## src/rtl/enc_qei_pkg.sv

```systemverilog
package enc_qei_pkg;
  typedef enum logic [1:0] {
    STEP_NONE = 2'd0,
    STEP_UP   = 2'd1,
    STEP_DN   = 2'd2,
    STEP_BAD  = 2'd3
  } step_e;

  // Gray position of {a,b}: 00->0, 10->1, 11->2, 01->3
  function automatic logic [1:0] gray_pos(input logic a, input logic b);
    return {a & b | ~a & b, a ^ b};
  endfunction
endpackage

```

## src/rtl/enc_sync.sv

```systemverilog
module enc_sync #(
  parameter int WIDTH  = 3,
  parameter int STAGES = 2
) (
  input  logic             clk_i,
  input  logic             rst_ni,
  input  logic [WIDTH-1:0] d_i,
  output logic [WIDTH-1:0] q_o
);
  for (genvar g = 0; g < WIDTH; g++) begin : g_bit
    logic [STAGES-1:0] chain_q;
    always_ff @(posedge clk_i or negedge rst_ni) begin
      if (!rst_ni) chain_q <= '0;
      else         chain_q <= {chain_q[STAGES-2:0], d_i[g]};
    end
    assign q_o[g] = chain_q[STAGES-1];
  end
endmodule

```

## src/rtl/enc_decoder.sv

```systemverilog
module enc_decoder
  import enc_qei_pkg::*;
(
  input  logic  clk_i,
  input  logic  rst_ni,
  input  logic  a_i,
  input  logic  b_i,
  input  logic  z_i,
  output step_e step_o,
  output logic  z_rise_o
);
  logic a_q, b_q, z_q;
  logic [1:0] diff;

  always_ff @(posedge clk_i or negedge rst_ni) begin
    if (!rst_ni) begin
      a_q <= 1'b0;
      b_q <= 1'b0;
      z_q <= 1'b0;
    end else begin
      a_q <= a_i;
      b_q <= b_i;
      z_q <= z_i;
    end
  end

  assign diff = gray_pos(a_i, b_i) - gray_pos(a_q, b_q);

  always_comb begin
    unique case (diff)
      2'd1:    step_o = STEP_UP;
      2'd3:    step_o = STEP_DN;
      2'd2:    step_o = STEP_BAD;
      default: step_o = STEP_NONE;
    endcase
  end

  assign z_rise_o = z_i & ~z_q;
endmodule

```

## src/rtl/enc_position.sv

```systemverilog
module enc_position
  import enc_qei_pkg::*;
#(
  parameter int CNT_W = 16
) (
  input  logic             clk_i,
  input  logic             rst_ni,
  input  logic             en_i,
  input  step_e            step_i,
  input  logic             z_rise_i,
  input  logic             zero_rst_en_i,
  input  logic             single_i,
  input  logic [CNT_W-1:0] max_i,
  output logic [CNT_W-1:0] count_o,
  output logic             err_o
);
  logic armed_q;
  logic mark_hit;

  assign mark_hit = z_rise_i & zero_rst_en_i & (~single_i | armed_q);

  always_ff @(posedge clk_i or negedge rst_ni) begin
    if (!rst_ni) begin
      count_o <= '0;
      err_o   <= 1'b0;
      armed_q <= 1'b1;
    end else if (!en_i) begin
      count_o <= '0;
      err_o   <= 1'b0;
      armed_q <= 1'b1;
    end else begin
      if (step_i == STEP_BAD) err_o <= 1'b1;
      if (mark_hit) begin
        count_o <= '0;
        if (single_i) armed_q <= 1'b0;
      end else begin
        unique case (step_i)
          STEP_UP: count_o <= (count_o >= max_i) ? '0 : count_o + CNT_W'(1);
          STEP_DN: count_o <= (count_o == '0) ? max_i : count_o - CNT_W'(1);
          default: count_o <= count_o;
        endcase
      end
    end
  end
endmodule

```

## src/rtl/enc_loop_timer.sv

```systemverilog
module enc_loop_timer #(
  parameter int TMR_W = 16,
  parameter int CNT_W = 16
) (
  input  logic             clk_i,
  input  logic             rst_ni,
  input  logic             en_i,
  input  logic             link_i,
  input  logic [TMR_W-1:0] period_i,
  input  logic [CNT_W-1:0] count_i,
  output logic [CNT_W-1:0] snap_o,
  output logic             irq_o
);
  logic [TMR_W-1:0] tmr_q;

  always_ff @(posedge clk_i or negedge rst_ni) begin
    if (!rst_ni) begin
      tmr_q  <= '0;
      irq_o  <= 1'b0;
      snap_o <= '0;
    end else if (!en_i) begin
      tmr_q  <= period_i;
      irq_o  <= 1'b0;
    end else if (tmr_q == '0) begin
      tmr_q  <= period_i;
      irq_o  <= 1'b1;
      if (link_i) snap_o <= count_i;
    end else begin
      tmr_q  <= tmr_q - TMR_W'(1);
      irq_o  <= 1'b0;
    end
  end
endmodule

```

## src/rtl/enc_qei_top.sv

```systemverilog
module enc_qei_top
  import enc_qei_pkg::*;
#(
  parameter int CNT_W  = 16,
  parameter int TMR_W  = 16,
  parameter int STAGES = 2
) (
  input  logic             clk_i,
  input  logic             rst_ni,
  input  logic             enc_a_i,
  input  logic             enc_b_i,
  input  logic             enc_z_i,
  input  logic             enable_i,
  input  logic             zero_rst_en_i,
  input  logic             single_mark_i,
  input  logic [CNT_W-1:0] max_count_i,
  input  logic             loop_en_i,
  input  logic             loop_link_i,
  input  logic [TMR_W-1:0] loop_period_i,
  output logic [CNT_W-1:0] count_o,
  output logic [CNT_W-1:0] snapshot_o,
  output logic             loop_irq_o,
  output logic             err_o,
  output logic [2:0]       status_o
);
  localparam int NIN = 3;

  logic [NIN-1:0] sync_q;
  step_e          step;
  logic           z_rise;

  enc_sync #(.WIDTH(NIN), .STAGES(STAGES)) u_sync (
    .clk_i  (clk_i),
    .rst_ni (rst_ni),
    .d_i    ({enc_z_i, enc_b_i, enc_a_i}),
    .q_o    (sync_q)
  );

  assign status_o = sync_q;

  enc_decoder u_dec (
    .clk_i    (clk_i),
    .rst_ni   (rst_ni),
    .a_i      (sync_q[0]),
    .b_i      (sync_q[1]),
    .z_i      (sync_q[2]),
    .step_o   (step),
    .z_rise_o (z_rise)
  );

  enc_position #(.CNT_W(CNT_W)) u_pos (
    .clk_i         (clk_i),
    .rst_ni        (rst_ni),
    .en_i          (enable_i),
    .step_i        (step),
    .z_rise_i      (z_rise),
    .zero_rst_en_i (zero_rst_en_i),
    .single_i      (single_mark_i),
    .max_i         (max_count_i),
    .count_o       (count_o),
    .err_o         (err_o)
  );

  enc_loop_timer #(.TMR_W(TMR_W), .CNT_W(CNT_W)) u_tmr (
    .clk_i    (clk_i),
    .rst_ni   (rst_ni),
    .en_i     (loop_en_i),
    .link_i   (loop_link_i),
    .period_i (loop_period_i),
    .count_i  (count_o),
    .snap_o   (snapshot_o),
    .irq_o    (loop_irq_o)
  );
endmodule

```

## config.mk

```make
export PLATFORM = sky130hd
export DESIGN_NAME = enc_qei_top
export DESIGN_NICKNAME = d
export VERILOG_FILES = /design/src/rtl/enc_qei_pkg.sv /design/src/rtl/enc_sync.sv /design/src/rtl/enc_decoder.sv /design/src/rtl/enc_position.sv /design/src/rtl/enc_loop_timer.sv /design/src/rtl/enc_qei_top.sv
export SDC_FILE = /design/constraint.sdc
export NUM_CORES = 1
export LEC_CHECK = 0
export ABC_AREA = 0
export BUFFER_PORTS_ARGS = -buffer_cell sky130_fd_sc_hd__buf_4
export CAP_MARGIN = 10
export CORE_ASPECT_RATIO = 0.6
export CORE_MARGIN = 2
export CORE_UTILIZATION = 45
export CTS_CLUSTER_DIAMETER = 200
export DETAILED_ROUTE_END_ITERATION = 7
export PLACE_DENSITY = 0.72
export SKIP_CTS_REPAIR_TIMING = 1
export SLEW_MARGIN = 20
export SYNTH_ARGS = -nofsm -noshare
export SYNTH_HDL_FRONTEND = slang
export SYNTH_SLANG_ARGS = --single-unit
```

## constraint.sdc

```tcl
create_clock -name clk_i -period 2.8 [get_ports clk_i]
set_input_delay 0.42 -clock clk_i [delete_from_list [all_inputs] [get_ports clk_i]]
set_output_delay 0.42 -clock clk_i [all_outputs]
set_load 0.03 [all_outputs]
```

* After elaboration in Yosys (flattened, before gate mapping) *
Cells that the tools add are included.

storage, ports and cells
  bits of input ports = 42
  output and inout bits = 37
  flip-flop bits (word level) = 60
  word-level logic and storage cells = 62

cells by class
  magnitude comparators = 1
  equal/unequal tests = 10
  bitwise operators = 16
  add/sub/neg operators = 4
  mux-type cells = 15
  reduce and logical (&&, ||, !) cells = 4

operators by type and width
  operator                                                number
  two-way mux 16 bit                                      6
  logical NOT 16 bit                                      2
  case mux 16 bit (2 select lines)                        1
  subtractor 16 x 1 -> 16 bit (second input constant)     2
  adder 16 x 1 -> 16 bit (second input constant)          1
  greater-or-equal comparator 16 bit                      1
  equality test 2 bit (second input constant)             4
  bitwise AND 1 bit                                       7
  two-way mux 1 bit                                       7
  inequality test 2 x 1 -> 1 bit (second input constant)  3
  case mux 2 bit (3 select lines)                         1
  equality test 2 x 1 -> 1 bit (second input constant)    2
  inequality test 4 x 1 -> 1 bit (second input constant)  1
  NOT 1 bit                                               4
  bitwise OR 1 bit                                        3
  AND reduction 3 bit                                     1
  AND reduction 2 bit                                     1
  subtractor 2 bit                                        1
  XOR 1 bit                                               2

* Logic depth before layout (Yosys ltp) *
  word-level depth = 10
  gate-level depth with buffers = 11
  depth with buffers taken out = 9

* By module *
From an unflattened synthesis, not the netlist that was laid out.

unflattened totals
  cells, all modules = 452
  area, all modules = 4057.6 µm²

modules (own cells, without submodules)
  module          cells an instance  area each (µm²)  instances  seq. area each (µm²)
  enc_position    291                2112.0           1          451.7
  enc_loop_timer  133                1555.2           1          825.8
  enc_decoder     19                 217.7            1          75.1
  enc_sync        9                  172.7            1          150.1

* Least setup slack after synthesis *
No wires, ideal clock.

  path type = reg2reg
  start = register u_pos.count_o[0]
  end = register u_pos.count_o[10]
  library setup time = 0.121 ns
  path buffers = 2
  data arrival time = 2.436 ns
  clock period less this slack = 2.557 ns
  cell stages (with the launch flop) = 11
  required time = 2.679 ns
  setup slack = 0.243 ns
  cells stage by stage = dfrtp_1 -> clkbuf_1 -> inv_1 -> ha_1 -> nor4b_1 -> and4_1 -> buf_2 -> nor3_1 -> a221oi_1 -> a31o_2 -> a22o_1

between the ends
  word-level cells in the longest chain between the ends = 5
  elaborated cells on any way between the ends = 9
  those cells by class = 2 x add/sub; 1 x order compare; 5 x mux; 1 x reduce/logical

ends and longest elaborated chain
  element                                                    RTL line                                text
  start: declaration                                         enc_position.sv:14                      output logic [CNT_W-1:0] count_o,
  start signal: assignment                                   enc_position.sv:38                      STEP_UP: count_o <= (count_o >= max_i) ? '0 : count_o + CNT_W'(1);
  start signal: assignment                                   enc_position.sv:39                      STEP_DN: count_o <= (count_o == '0) ? max_i : count_o - CNT_W'(1);
  start signal: assignment                                   enc_position.sv:40                      default: count_o <= count_o;
  subtractor 16 x 1 -> 16 bit, or another cell as far along  enc_position.sv:39
  two-way mux 16 bit (on tied branches)                      enc_position.sv:39, enc_position.sv:38
  case mux 16 bit (2 select lines) *                         enc_position.sv:37                      unique case (step_i)
  two-way mux 16 bit *                                       enc_position.sv:33                      if (mark_hit) begin
  two-way mux 16 bit *                                       enc_position.sv:27                      end else if (!en_i) begin

Mark *: on every way between the ends. The rest lies on a longest branch, timed or not.
A chain may end at the register's enable or synchronous reset.

* Final worst setup path *
  start = register u_pos.count_o[4]
  end = register u_pos.count_o[12]

Same word-level chain as after synthesis.

==> results by stage <==
Logic synthesis:
- The biggest area contributor in the post-synthesis netlist is sky130_fd_sc_hd__dfrtp_1.
- The cell count after synthesis came out at 425.
- The number of library cell types mapped by synthesis is 58.
- The most used flip-flop cell after synthesis is sky130_fd_sc_hd__dfrtp_1.
- After synthesis, the most frequently instantiated cells are sky130_fd_sc_hd__dfrtp_1, sky130_fd_sc_hd__nand2_1, sky130_fd_sc_hd__o21ai_0.
- Of the synthesized area, sequential elements account for 38.3%.
- The post-synthesis sequential element count is 60.
- Yosys attributes the largest share of cell area to sky130_fd_sc_hd__dfrtp_1, sky130_fd_sc_hd__ha_1, sky130_fd_sc_hd__nand2_1.
- The number of nets in the synthesized netlist is slightly below 500.
- The share of flip-flops with an asynchronous set or reset after synthesis is 100%.
- For this run, the number of Yosys warnings is 0.
- Averaged over all synthesized cells, the footprint is between 9 and 10 um^2.
- In this run, synthesis inferred 0 flip-flops with an integrated enable.
- After synthesis the cells add up to ~0.0039 mm^2.
- The most repeated cell in the gate-level netlist after synthesis is sky130_fd_sc_hd__dfrtp_1.
- The fraction of post-synthesis cell area in the top cell type by area is 37.7%.

Route:
- The first routing iteration left approximately 400 violations.
- The post-detailed-route wirelength per cell is around 19 um.
- The final layout contains routed wiring with a total length of 11,800 um.
- The count of nets left with antenna violations once routing finished came out at 0.
- For this run, design rule violations remaining after detail routing come to 0.
- The pre-antenna-repair detailed-routing pass consisted of 5 iterations.
- Using the TritonRoute via totals, the vias-per-cell ratio works out to between 5 and 6.
- Across all layers, the routed design uses 3,674 vias.

STA:
- The number of max-slew violations in the final report came to 0.
- After layout, the worst path uses between 90 and 100% of the clock period.
- The hold violation count in the final report came to 0.
- For the pin with the worst max-slew slack, the measured transition is 770 ps.
- The minimum clock period is 2550 ps.
- Setup violations remaining at the end of the flow were counted as 0.
- The final worst clock skew is 5.21 ps.
- In the final timing run, aggregate negative setup slack is 0 ps.
- Setup repair after global routing left no endpoint under its margin.
- In this run the tightest slew margin relative to its limit is 48.7%.
- Derived from the worst setup path, the maximum achievable clock frequency is 392 MHz.

Power and ir drop:
- The internal power of the cells is 0.00246 W.
- For this design the ratio of total power to cell area is 785 mW/mm^2.
- In this run, flip-flops and latches consume 26.1% of the power.
- IR analysis of the VDD net gives a maximum drop of 441 uV.
- Net switching is 38.6% of the power.
- The combinational group share of total power is 42.8%.
- The clock group share of total power is 31.1%.
- For this design the static power due to leakage is 2.54 nW.
- The switching power of the nets is between 0.0015 and 0.002 W.

CTS:
- Counting along the longest clock path gives a buffer depth of 2.
- TritonCTS created 9 clock buffers.
- In this run the clock root is driven by a sky130_fd_sc_hd__clkbuf_16.
- After clock tree synthesis, the clock-pin slew on the worst setup and hold paths is approximately 50 ps.
- The number of H-tree branching levels is 3.
- The clock sink count is 60.
- The later pin in the worst-skew pair is clocked with a latency of 340 ps.
- The clock tree from TritonCTS is built.

Cells and area:
- The core occupancy in the finished layout is ~60%.
- The antenna diode count is 0.
- The multi-input logic area is 0.00219 mm^2.
- Compared with the post-synthesis result, the final layout area differs by 30.4%.
- The sequential standard cell area is 0.00150 mm^2.
- The total of fill cells in the finished design is 748.
- The ratio of cells with drive above 1 in the final layout is 29.7%.
- After the last flow step, the layout net total stands at 589.

Worst setup path:
- The critical path starts at u_pos.count_o[4].
- Along the worst path, the maximum fanout reaches 15.
- The required arrival time at the worst endpoint is 3020 ps.
- The count of cells along the worst register-to-register path is 7.
- The type of the setup path with the least slack is flop to flop.
- Data on the critical path arrives at its endpoint at 2770 ps.
- The reg-to-reg critical path startpoint is u_pos.count_o[4].
- The capturing element type of the critical path is a flop.
- The startpoint type of the worst setup path is a flop.
- For flop-to-flop paths, the worst setup slack is 250 ps.
- Following the worst setup path forward leads to its endpoint at u_pos.count_o[12].
- The endpoint of the most critical register-to-register path is u_pos.count_o[12].

Placement:
- Once detailed placement completed, the half-perimeter wirelength came to 8730 um.
- The final estimated routing congestion in global placement is roughly 1.0.
- During placement, the flow inserted port buffers numbering 78.

Global route:
- The residual overflow from global routing is 0.
- The wire length of the first global-routing pass is 19,300 um.
- Global routing consumed, over all layers together, 26.0% of the routing resources.
- Entering global routing, the biggest net connects 61 pins.
- The number of antenna violations at the first check in global routing is 0.
- The number of global-route vias before repair is 3,564.

Floorplanning:
- The placeable core area is 0.00849 mm^2.
- For this design the top-level I/O count stands at between 70 and 80.
- The area of the die is approximately 0.0095 mm^2.
- The x dimension of the die is 124 um.
- From bottom edge to top edge, the die measures 76.3 um.
- The initial utilization of the core area, before any placement, comes to 46.2%.
- The floorplan has 26 rows.

Worst hold path:
- The worst min-delay path category is input pin to async pin.

Status:
- The flow ran to the end, and the final reports show no timing, DRC or antenna violations.

Job:
- Across the run, the number of max-cap violations was 0.
[final cells by class]
type | count | share of cell area, %
repair buffers | 111 | 16.5
flip-flops and latches | 60 | 29.4
well taps | 112 | 2.74
multi-input cells | 312 | 42.8
clock buffers | 11 | 4.94
inverters | 27 | 1.98
clock inverters | 5 | 1.61
[power groups by stage]
stage	logic (W)	clock network, W	registers [W]
final	0.00172	0.00125	0.00105
after global placement	0.00167	0	0.00106
after detailed placement	0.00166	0	0.00106
after floorplan	0.000957	0	0.00114
after global routing	0.00186	0.00131	0.00106
after CTS	0.00167	0.00126	0.00104
[state kept, by name, indices dropped and copies added (netlist names)]
signal	count
u_pos.err_o	1
u_pos.armed_q	1
u_pos.count_o	16
u_tmr.tmr_q	16
u_tmr.irq_o	1
u_dec.z_q	1
u_dec.b_q	1
u_dec.a_q	1
u_tmr.snap_o	16
u_sync.g_bit.chain_q	6
[through the flow]
step	worst slack [ps]	total power (W)	instances	cell area, um^2	hold slack (ps)
finish	252	0.00402	638	5110	167
global route	94.3	0.00423	638	5110	178
CTS	189	0.00398	638	5110	182
detailed placement	205	0.00272	622	4780	336
global placement	287	0.00272	622	4780	332
floorplan	243	0.00210	425	3920	124
[metal layers]
layer	vias to the layer above	global-route usage (%)	part of all wire, %
met5	-	0	0
met4	0	6.63	1.6
li1	1709	-	-
met1	1750	40.7	48
met3	18	8.22	11
met2	197	34.1	40
[worst min path at each step]
stage | from | slack [ps] | to
after floorplan | rst_ni | 120 | u_dec.a_q
after global placement | u_sync.g_bit[2].chain_q[0] | 330 | u_sync.g_bit[2].chain_q[1]
after detailed placement | u_sync.g_bit[1].chain_q[0] | 340 | u_sync.g_bit[1].chain_q[1]
after CTS | enc_z_i | 180 | u_sync.g_bit[2].chain_q[0]
after global routing | enc_z_i | 180 | u_sync.g_bit[2].chain_q[0]
final | rst_ni | 170 | u_tmr.tmr_q[11]
[cells in the final DEF, fill, tap and decap left out, types with 10 or more instances in the layout]
cell type	synthesis	layout
sky130_fd_sc_hd__o21ai_0	32	32
sky130_fd_sc_hd__nor2_1	30	29
sky130_fd_sc_hd__inv_1	27	27
sky130_fd_sc_hd__nand2_1	46	46
sky130_fd_sc_hd__a21oi_1	14	14
sky130_fd_sc_hd__xnor2_1	16	16
sky130_fd_sc_hd__mux2_4	10	10
sky130_fd_sc_hd__nor3_1	15	15
sky130_fd_sc_hd__nand3_1	19	19
sky130_fd_sc_hd__buf_4	3	110
sky130_fd_sc_hd__ha_1	26	26
sky130_fd_sc_hd__dfrtp_1	59	59
[critical path, stage by stage, from the launching register on]
cell	delay [ps]
sky130_fd_sc_hd__dfrtp_1	510
sky130_fd_sc_hd__ha_1	340
sky130_fd_sc_hd__and4_1	180
sky130_fd_sc_hd__nand3_1	80
sky130_fd_sc_hd__a221o_1	300
sky130_fd_sc_hd__and3_1	400
sky130_fd_sc_hd__a31o_2	330
sky130_fd_sc_hd__a211o_1	280
[kinds of logic after synthesis]
family,share of synthesized area (%)
DFF,38.3
AOI/OAI and AO/OA,15.4
buffers and inverters,5.90
adders and majority gates,8.30
and+or+nand+nor,19.4
xor gates and xnor gates,6.77
muxes,5.81
No activity file was read; power rests on OpenSTA's default activity.
